File: config.mk
export PLATFORM = sky130hd
export DESIGN_NAME = i2c_sel_frontend
export DESIGN_NICKNAME = d
export VERILOG_FILES = /design/src/rtl/i2c_sel_pkg.sv /design/src/rtl/i2c_sel_sync.sv /design/src/rtl/i2c_sel_events.sv /design/src/rtl/i2c_sel_fsm.sv /design/src/rtl/i2c_sel_frontend.sv
export SDC_FILE = /design/constraint.sdc
export NUM_CORES = 1
export LEC_CHECK = 0
export ABC_AREA = 0
export BUFFER_PORTS_ARGS = -buffer_cell sky130_fd_sc_hd__buf_2
export CELL_PAD_IN_SITES_DETAIL_PLACEMENT = 0
export CELL_PAD_IN_SITES_GLOBAL_PLACEMENT = 2
export CORE_ASPECT_RATIO = 1.25
export CORE_MARGIN = 3
export CORE_UTILIZATION = 43
export CTS_BUF_LIST = sky130_fd_sc_hd__clkbuf_4 sky130_fd_sc_hd__clkbuf_8
export CTS_CLUSTER_DIAMETER = 200
export DETAILED_ROUTE_END_ITERATION = 12
export PLACE_DENSITY = 0.95
export SKIP_LAST_GASP = 1
export SLEW_MARGIN = 20
export SYNTH_ARGS = -nofsm -noshare
export SYNTH_HDL_FRONTEND = slang
export SYNTH_SLANG_ARGS = --single-unit
File: constraint.sdc
create_clock -name clk -period 3.73 [get_ports clk]
set_input_delay 1.119 -clock clk [delete_from_list [all_inputs] [get_ports clk]]
set_output_delay 1.119 -clock clk [all_outputs]
set_load 0.02 [all_outputs]
File: src/rtl/i2c_sel_pkg.sv
package i2c_sel_pkg;

    typedef enum logic [2:0] {
        ST_IDLE,
        ST_SEL,
        ST_SEL_ACK,
        ST_RD_HOLD,
        ST_WR_DATA,
        ST_WR_ACK,
        ST_IGNORE
    } sel_state_t;

    typedef struct packed {
        logic start;
        logic stop;
        logic rise;
        logic fall;
        logic sda;
    } bus_evt_t;

endpackage

File: src/rtl/i2c_sel_sync.sv
module i2c_sel_sync #(
    parameter int WIDTH  = 2,
    parameter int STAGES = 2
) (
    input  logic             clk,
    input  logic             rst_n,
    input  logic [WIDTH-1:0] din,
    output logic [WIDTH-1:0] dout
);
    logic [STAGES-1:0][WIDTH-1:0] chain;

    generate
        if (STAGES == 1) begin : g_one
            always_ff @(posedge clk or negedge rst_n) begin
                if (!rst_n) chain <= '1;
                else        chain <= din;
            end
        end else begin : g_many
            always_ff @(posedge clk or negedge rst_n) begin
                if (!rst_n) chain <= '1;
                else        chain <= {chain[STAGES-2:0], din};
            end
        end
    endgenerate

    assign dout = chain[STAGES-1];
endmodule

File: src/rtl/i2c_sel_events.sv
module i2c_sel_events
    import i2c_sel_pkg::*;
(
    input  logic     clk,
    input  logic     rst_n,
    input  logic     scl_s,
    input  logic     sda_s,
    output bus_evt_t evt
);
    logic scl_q;
    logic sda_q;

    always_ff @(posedge clk or negedge rst_n) begin
        if (!rst_n) begin
            scl_q <= 1'b1;
            sda_q <= 1'b1;
        end else begin
            scl_q <= scl_s;
            sda_q <= sda_s;
        end
    end

    always_comb begin
        evt.start = scl_s && scl_q && sda_q && !sda_s;
        evt.stop  = scl_s && scl_q && !sda_q && sda_s;
        evt.rise  = scl_s && !scl_q;
        evt.fall  = !scl_s && scl_q;
        evt.sda   = sda_s;
    end
endmodule

File: src/rtl/i2c_sel_fsm.sv
module i2c_sel_fsm
    import i2c_sel_pkg::*;
#(
    parameter int           TYPE_W    = 4,
    parameter logic [3:0]   TYPE_CODE = 4'b1010,
    parameter int           CE_W      = 3,
    parameter int           BYTE_W    = 8
) (
    input  logic              clk,
    input  logic              rst_n,
    input  bus_evt_t          evt,
    input  logic [CE_W-1:0]   chip_en,
    output logic              sda_oe,
    output logic              sel_valid,
    output logic              sel_rw,
    output logic              wr_valid,
    output logic [BYTE_W-1:0] wr_data
);
    localparam int CNT_W = $clog2(BYTE_W + 1);
    localparam int SEL_W = TYPE_W + CE_W;

    sel_state_t        state, state_n;
    logic [CNT_W-1:0]  bit_cnt;
    logic [BYTE_W-1:0] shreg;
    logic              full_byte;
    logic              sel_match;
    logic              capturing;
    logic              restart_cnt;

    assign full_byte = (bit_cnt == CNT_W'(BYTE_W));
    assign sel_match = (shreg[BYTE_W-1 -: SEL_W] == {TYPE_CODE[TYPE_W-1:0], chip_en});
    assign capturing = (state == ST_SEL) || (state == ST_WR_DATA);
    assign restart_cnt = evt.start ||
                         ((state_n != state) && (state_n == ST_WR_DATA));

    // next-state logic
    always_comb begin
        state_n = state;
        if (evt.start) begin
            state_n = ST_SEL;
        end else if (evt.stop) begin
            state_n = ST_IDLE;
        end else begin
            unique case (state)
                ST_SEL:     if (evt.fall && full_byte)
                                state_n = sel_match ? ST_SEL_ACK : ST_IGNORE;
                ST_SEL_ACK: if (evt.fall)
                                state_n = shreg[0] ? ST_RD_HOLD : ST_WR_DATA;
                ST_WR_DATA: if (evt.fall && full_byte)
                                state_n = ST_WR_ACK;
                ST_WR_ACK:  if (evt.fall)
                                state_n = ST_WR_DATA;
                default:    state_n = state;
            endcase
        end
    end

    // state register and shift path
    always_ff @(posedge clk or negedge rst_n) begin
        if (!rst_n) begin
            state   <= ST_IDLE;
            bit_cnt <= '0;
            shreg   <= '0;
        end else begin
            state <= state_n;
            if (restart_cnt) begin
                bit_cnt <= '0;
            end else if (capturing && evt.rise && !full_byte) begin
                shreg   <= {shreg[BYTE_W-2:0], evt.sda};
                bit_cnt <= bit_cnt + 1'b1;
            end
        end
    end

    // registered outputs
    always_ff @(posedge clk or negedge rst_n) begin
        if (!rst_n) begin
            sda_oe    <= 1'b0;
            sel_valid <= 1'b0;
            sel_rw    <= 1'b0;
            wr_valid  <= 1'b0;
            wr_data   <= '0;
        end else begin
            sda_oe    <= (state_n == ST_SEL_ACK) || (state_n == ST_WR_ACK);
            sel_valid <= (state == ST_SEL_ACK) &&
                         ((state_n == ST_RD_HOLD) || (state_n == ST_WR_DATA));
            wr_valid  <= (state == ST_WR_DATA) && (state_n == ST_WR_ACK);
            if ((state == ST_SEL_ACK) && (state_n == ST_RD_HOLD || state_n == ST_WR_DATA))
                sel_rw <= shreg[0];
            if ((state == ST_WR_DATA) && (state_n == ST_WR_ACK))
                wr_data <= shreg;
        end
    end
endmodule

File: src/rtl/i2c_sel_frontend.sv
module i2c_sel_frontend
    import i2c_sel_pkg::*;
#(
    parameter logic [3:0] TYPE_CODE   = 4'b1010,
    parameter int         CE_W        = 3,
    parameter int         BYTE_W      = 8,
    parameter int         SYNC_STAGES = 2
) (
    input  logic              clk,
    input  logic              rst_n,
    input  logic              scl_i,
    input  logic              sda_i,
    input  logic [CE_W-1:0]   chip_en_i,
    output logic              sda_oe_o,
    output logic              sel_valid_o,
    output logic              sel_rw_o,
    output logic              wr_valid_o,
    output logic [BYTE_W-1:0] wr_data_o
);
    localparam int TYPE_W = BYTE_W - 1 - CE_W;

    logic [1:0] pins_s;
    logic       scl_s;
    logic       sda_s;
    bus_evt_t   evt;

    i2c_sel_sync #(.WIDTH(2), .STAGES(SYNC_STAGES)) sync_i (
        .clk  (clk),
        .rst_n(rst_n),
        .din  ({scl_i, sda_i}),
        .dout (pins_s)
    );

    assign scl_s = pins_s[1];
    assign sda_s = pins_s[0];

    i2c_sel_events events_i (
        .clk  (clk),
        .rst_n(rst_n),
        .scl_s(scl_s),
        .sda_s(sda_s),
        .evt  (evt)
    );

    i2c_sel_fsm #(
        .TYPE_W   (TYPE_W),
        .TYPE_CODE(TYPE_CODE),
        .CE_W     (CE_W),
        .BYTE_W   (BYTE_W)
    ) fsm_i (
        .clk      (clk),
        .rst_n    (rst_n),
        .evt      (evt),
        .chip_en  (chip_en_i),
        .sda_oe   (sda_oe_o),
        .sel_valid(sel_valid_o),
        .sel_rw   (sel_rw_o),
        .wr_valid (wr_valid_o),
        .wr_data  (wr_data_o)
    );
endmodule

==> results of run 1 <==
cells in the final DEF, fill, tap and decap left out, drive strengths merged, types with 5 or more instances in the layout:
master and n:
buf 18, clkbuf 8, dfrtp 27, dfstp 6, mux2 9, nand2 27
nor2 5, xnor2 5
critical path, stage by stage:
cell and delay, ns:
buf_2 0.11, xnor2_1 0.16, nand4_1 0.11, a311oi_1 0.39, and4bb_2 0.31, a211oi_1 0.24
per-layer routing:
metal,GRT usage (%),up-vias,wire (µm),part of all wire [%]
met5,0,-,0,0
met4,5.42,0,36,1.3
met3,3.16,4,63,2.2
met2,23.1,15,1470,52
met1,18.8,528,1260,44
li1,-,508,-,-
final cells by class:
cell class                      count  share of cell area [%]
Inverter                            2                   0.432
Multi-Input combinational cell     93                    38.2
Clock buffer                        8                    5.62
Tap cell                           37                    2.66
Timing Repair Buffer               18                    5.18
Sequential cell                    33                    47.9
through the flow:
step           utilization, %  hold slack (ns)
2_1_floorplan               -            0.345
3_3_place_gp             48.7            0.347
3_5_place_dp             48.7            0.350
4_1_cts                  51.6            0.353
5_1_grt                  51.6            0.360
6_report                 51.6            0.355
sequential cells by signal (all words and copies together) (netlist names):
name and count:
fsm_i.wr_data 8, fsm_i.wr_valid 1, fsm_i.sda_oe 1, fsm_i.shreg 8, fsm_i.sel_rw 1, events_i.scl_q 1
fsm_i.state 3, fsm_i.bit_cnt 4, sync_i.dout 2, events_i.sda_q 1, fsm_i.sel_valid 1, sync_i.chain 2
power groups by stage:
stage	clock network (µW)	registers, µW	logic [µW]
global route	308	517	203
CTS	287	504	188
finish	280	504	185
detailed placement	0	510	187
global placement	0	503	180
floorplan	0	485	164
cells by family after synthesis:
group                    after synthesis  share of synthesized area, %
AO/OA/AOI/OAI                         16                          8.10
XOR/XNOR                               6                          3.34
adder cells (fa/ha/maj)                2                          1.59
buffers and inverters                  9                          5.00
flip-flops                            33                          52.9
multiplexers                          12                          8.34
AND/OR/NAND/NOR                       57                          20.7
worst min path at each step:
stage,to,slack (ns)
detailed placement,sync_i.dout[1],0.35
floorplan,sync_i.dout[0],0.35
CTS,sync_i.dout[1],0.35
global route,sync_i.dout[1],0.36
global placement,sync_i.dout[0],0.35
finish,sync_i.dout[1],0.35
==> run_results.csv, run 1 <==
group,metric,value,unit
sta,setup_ws,1.46,ns
drt,vias,1055,
placed_design,dpl_cell_area,1640,µm²
finish,syn_to_final_growth,10.3,%
yosys,async_flop_share,100,%
sta,setup_tns,0,ns
floorplan,dieArea,4430,µm²
finish,fillCellCount,308,
sta,finalSetupViolations,0,
pwr,p_int,684,µW
clocking,cts_htree_levels,2,
setup_path,start_kind,"primary input",
drt,drtIter0Drc,21,
min_path,whs_path_depth,0,
finish,multiInputGateArea,663,µm²
sta,period_share,61.0,%
sta,rsz0062_at_grt,"no",
flow_run,drv_cap,0,
clocking,ctsHoldBuffers,0,
pwr,leakagePower,0.000848,µW
setup_path,rr_worst_depth,7,
pwr,vdd_drop_max,390,µV
yosys,dominantRegCellSynth,"dfrtp_1",
yosys,seq_area_frac_synth,52.9,%
setup_path,worstPathRequired,3.91,ns
sta,timing.fmax,440,MHz
finish,regArea,833,µm²
clocking,cts_tree,"done",
placed_design,io_buffers,18,
drt,drc,0,
placed_design,dp.cells,183,
drt,antenna_left,0,
yosys,synth_edf_count,0,
sta,fin_worst_skew,0.00739,ns
global_route,grt_pass1_vias,1023,
clocking,cts_resized,0,
global_route,gr-total-overflow,0,
drt,wl,2.83,mm
yosys,yosys_warnings,0,
pwr,p_clk_share,28.9,%
setup_path,rrSetupSlack,1.53,ns
sta,relSlewSlack,53.9,%
sta,hold_viol,0,
floorplan,row_count,23,
placed_design,place_congestion,0.788,
sta,worst_pin_slew,0.692,ns
clocking,insertion_delay,0.27,ns
clocking,cts.path.max_buffers,2,
yosys,synth_area,1580,µm²
setup_path,cp_data_arrival_time,2.45,ns
setup_path,rr_endpoint,"fsm_i.sda_oe",
global_route,grt_antenna_before_repair,0,
finish,antenna_cells,0,
finish,drive_gt1_share,31.2,%
yosys,synthTopCellsByArea,"dfrtp_1 43%, dfstp_2 10%, mux2_2 6.4%",
pwr,p_sw,284,µW
setup_path,worstSetupPathType,"primary input to flop",
yosys,synthDominantCellAreaShare,42.9,%
drt,post_drt_wl_per_cell,14.8,µm
floorplan,io_pins,19,
setup_path,worstPathMaxFanout,4,
placed_design,post-dp-hpwl,2.08,mm
yosys,ys_ff_latch,33,
clocking,cts_made_buffers,5,
yosys,syn_area_per_cell,11.7,µm²
finish,final_design_area_no_fill,1740,µm²
finish,stdcell_count,191,
min_path,hold_path.class,"flop to flop",
pwr,power,969,µW
sta,fin_crit,2.27,ns
run_status,status,"finished, final reports clean",
global_route,grt_max_degree,34,
yosys,yosys-top-cells-count,"27 x dfrtp_1, 26 x nand2_1, 9 x mux2_2",
clocking,root_buffer,"clkbuf_8",
global_route,grt_first_pass_wirelength,4.73,mm
sta,slew_viol_final,0,
clocking,clkTransAtPathRegs,0.07,ns
yosys,synth_area_leader_cell,"dfrtp_1",
yosys,synthCells,135,
floorplan,coreArea,3370,µm²
setup_path,critPathLaunch,"chip_en_i[1]",
floorplan,initial_core_util,46.8,%
min_path,hold_start,"sync_i.chain[1]",
setup_path,endpoint_kind,"flop",
drt,dr.pass1.iters,4,
placed_design,dp_slack,1.19,ns
pwr,cellPowerDensity,557,nW/µm²
setup_path,rr_startpoint,"fsm_i.bit_cnt[0]",
clocking,cts_setup_buffers,0,
pwr,pwr-share-seq,52.0,%
yosys,ys_types,41,
pwr,p_sw_share,29.3,%
floorplan,die_w,60.1,µm
finish,num-nets-final,162,
floorplan,die_height,73.7,µm
pwr,p_comb_share,19.1,%
global_route,track_usage,14.4,%
drt,vias_per_cell,5.52,
yosys,syn-num-nets,144,
yosys,yosysMostFrequentCell,"dfrtp_1",
clocking,cts.sinks,33,
setup_path,setup.worst_path.end,"fsm_i.bit_cnt[2]",
Note: power is estimated with default switching activity, not from simulation.
==> run 2: changes to the inputs <==
--- a/config.mk
+++ b/config.mk
@@ -11,11 +11,11 @@
 export CELL_PAD_IN_SITES_GLOBAL_PLACEMENT = 2
 export CORE_ASPECT_RATIO = 1.25
 export CORE_MARGIN = 3
-export CORE_UTILIZATION = 43
+export CORE_UTILIZATION = 40
 export CTS_BUF_LIST = sky130_fd_sc_hd__clkbuf_4 sky130_fd_sc_hd__clkbuf_8
 export CTS_CLUSTER_DIAMETER = 200
 export DETAILED_ROUTE_END_ITERATION = 12
-export PLACE_DENSITY = 0.95
+export PLACE_DENSITY = 0.89
 export SKIP_LAST_GASP = 1
 export SLEW_MARGIN = 20
 export SYNTH_ARGS = -nofsm -noshare
==> constraint.sdc (replaced) <==
create_clock -name clk -period 2.2 [get_ports clk]
set_input_delay 0.66 -clock clk [delete_from_list [all_inputs] [get_ports clk]]
set_output_delay 0.66 -clock clk [all_outputs]
set_load 0.02 [all_outputs]
==> run_results.csv, run 2 (synthesized netlist as in run 1, its figures left out) <==
group,metric,value,unit
sta,setup_tns,0,ns
clocking,cts_tree,"done",
clocking,cts_setup_buffers,0,
pwr,p_int,1170,µW
drt,post_drt_wl_per_cell,13.5,µm
flow_run,drv_cap,0,
floorplan,die_height,76.2,µm
clocking,insertion_delay,0.28,ns
pwr,p_sw_share,29.8,%
floorplan,dieArea,4730,µm²
finish,final_cell_mix,"27 x dfrtp_1, 26 x nand2_1, 18 x buf_2, 9 x mux2_2, 7 x clkbuf_8",
setup_path,setup.worst_path.end,"fsm_i.bit_cnt[2]",
floorplan,die_w,62.1,µm
setup_path,cp_data_arrival_time,2.20,ns
pwr,p_sw,496,µW
placed_design,post-dp-hpwl,2.03,mm
pwr,p_clk_share,29.7,%
setup_path,worstPathRequired,2.40,ns
setup_path,start_kind,"flop",
global_route,gr-total-overflow,0,
sta,relSlewSlack,53.0,%
sta,whs,0.358,ns
placed_design,io_buffers,18,
finish,num-nets-final,164,
global_route,grt_first_pass_wirelength,4.96,mm
clocking,cts_resized,0,
sta,slew_viol_final,0,
clocking,clkTransAtPathRegs,0.06,ns
drt,vias_per_cell,4.96,
drt,drtIter0Drc,74,
finish,fin_util,49.0,%
sta,period_share,91.0,%
clocking,cts.sinks,33,
setup_path,critPathLaunch,"fsm_i.bit_cnt[0]",
drt,wl,2.81,mm
setup_path,rr_worst_depth,7,
floorplan,initial_core_util,43.4,%
finish,syn_to_final_growth,13.1,%
sta,worst_pin_slew,0.705,ns
run_status,status,"finished, final reports clean",
setup_path,rrSetupSlack,0.20,ns
pwr,pwr-share-seq,51.5,%
drt,drc,0,
sta,fin_worst_skew,0.00343,ns
floorplan,coreArea,3630,µm²
pwr,cellPowerDensity,934,nW/µm²
sta,rsz0062_at_grt,"no",
finish,mostFrequentLayoutCell,"dfrtp_1",
setup_path,rr_endpoint,"fsm_i.bit_cnt[2]",
setup_path,worstPathMaxFanout,6,
clocking,cts.path.max_buffers,2,
min_path,hold_path.class,"flop to flop",
clocking,root_buffer,"clkbuf_8",
finish,final_design_area_no_fill,1780,µm²
pwr,leakagePower,0.000861,µW
global_route,track_usage,13.4,%
sta,timing.fmax,500,MHz
finish,reg_top3,"fsm_i.shreg: 8 flops, fsm_i.wr_data: 8 flops, fsm_i.bit_cnt: 4 flops",
sta,hold_viol,0,
setup_path,rr_startpoint,"fsm_i.bit_cnt[0]",
clocking,ctsHoldBuffers,0,
placed_design,place_congestion,0.799,
pwr,p_comb_share,18.8,%
global_route,grt_pass1_vias,1093,
floorplan,row_count,24,
sta,fin_crit,2.00,ns
global_route,grt_max_degree,34,
finish,drive_gt1_share,32.7,%
global_route,grt_antenna_before_repair,0,
clocking,cts_htree_levels,2,
drt,antenna_left,0,
setup_path,endpoint_kind,"flop",
finish,antenna_cells,0,
min_path,hold_start,"sync_i.chain[0]",
setup_path,worstSetupPathType,"flop to flop",
placed_design,dpl_cell_area,1670,µm²
drt,vias,1031,
clocking,cts_made_buffers,5,
sta,finalSetupViolations,0,
pwr,vdd_drop_max,479,µV
floorplan,io_pins,19,
drt,dr.pass1.iters,4,
## run 2: cell count changes in the layout (fill, tap and decap cells not counted)
cell / before / now
clkbuf_8: 6 / 7
clkinv_2: 0 / 1
buf_4: 0 / 2
clkbuf_4: 2 / 0
a311oi_1: 1 / 0
a311oi_2: 0 / 1
## run 2: area by class of cell
cell class / instances / area (µm²)
clock buffer: 7 / 96.3
multi-input combinational: 93 / 669
sequential: 33 / 833
clock inverter: 1 / 5.00
fill: 351 / 1850
inverter: 2 / 7.51
tap: 52 / 65.1
timing repair buffer: 20 / 105
## run 2: worst min-delay path by stage
stage	end	slack, ns	cells past startpoint
2_1_floorplan	sync_i.dout[0]	0.35	0
3_3_place_gp	sync_i.dout[0]	0.35	0
3_5_place_dp	sync_i.dout[0]	0.35	0
4_1_cts	sync_i.dout[0]	0.36	0
5_1_grt	sync_i.dout[0]	0.36	0
6_report	sync_i.dout[0]	0.36	0
## run 2: layer usage
layer	vias to the layer above	global-route usage (%)	routed length, µm
li1	511	-	-
met1	497	16.1	1270
met2	14	21.4	1380
met3	9	3.10	86
met4	0	8.63	82
met5	-	0	0
## run 2: critical path: stages (launching register included)
cell	delay, ns
dfrtp_1	0.44
inv_1	0.07
ha_1	0.24
nand3b_1	0.20
nor3_1	0.10
a311oi_2	0.32
and4bb_2	0.31
a211oi_1	0.23
## run 2: stage by stage
step	std cells	power (µW)	setup WS (ns)
floorplan	135	1100	0.387
global route	208	1780	0.0474
CTS	208	1680	0.104
finish	208	1660	0.198
detailed placement	200	1180	0.0727
global placement	200	1160	0.154
## run 2: power groups by stage
stage	clock (µW)	sequential [µW]	combinational, µW
6_report	495	856	312
4_1_cts	512	855	316
3_5_place_dp	0	865	316
5_1_grt	547	878	350
3_3_place_gp	0	859	304
2_1_floorplan	0	823	278
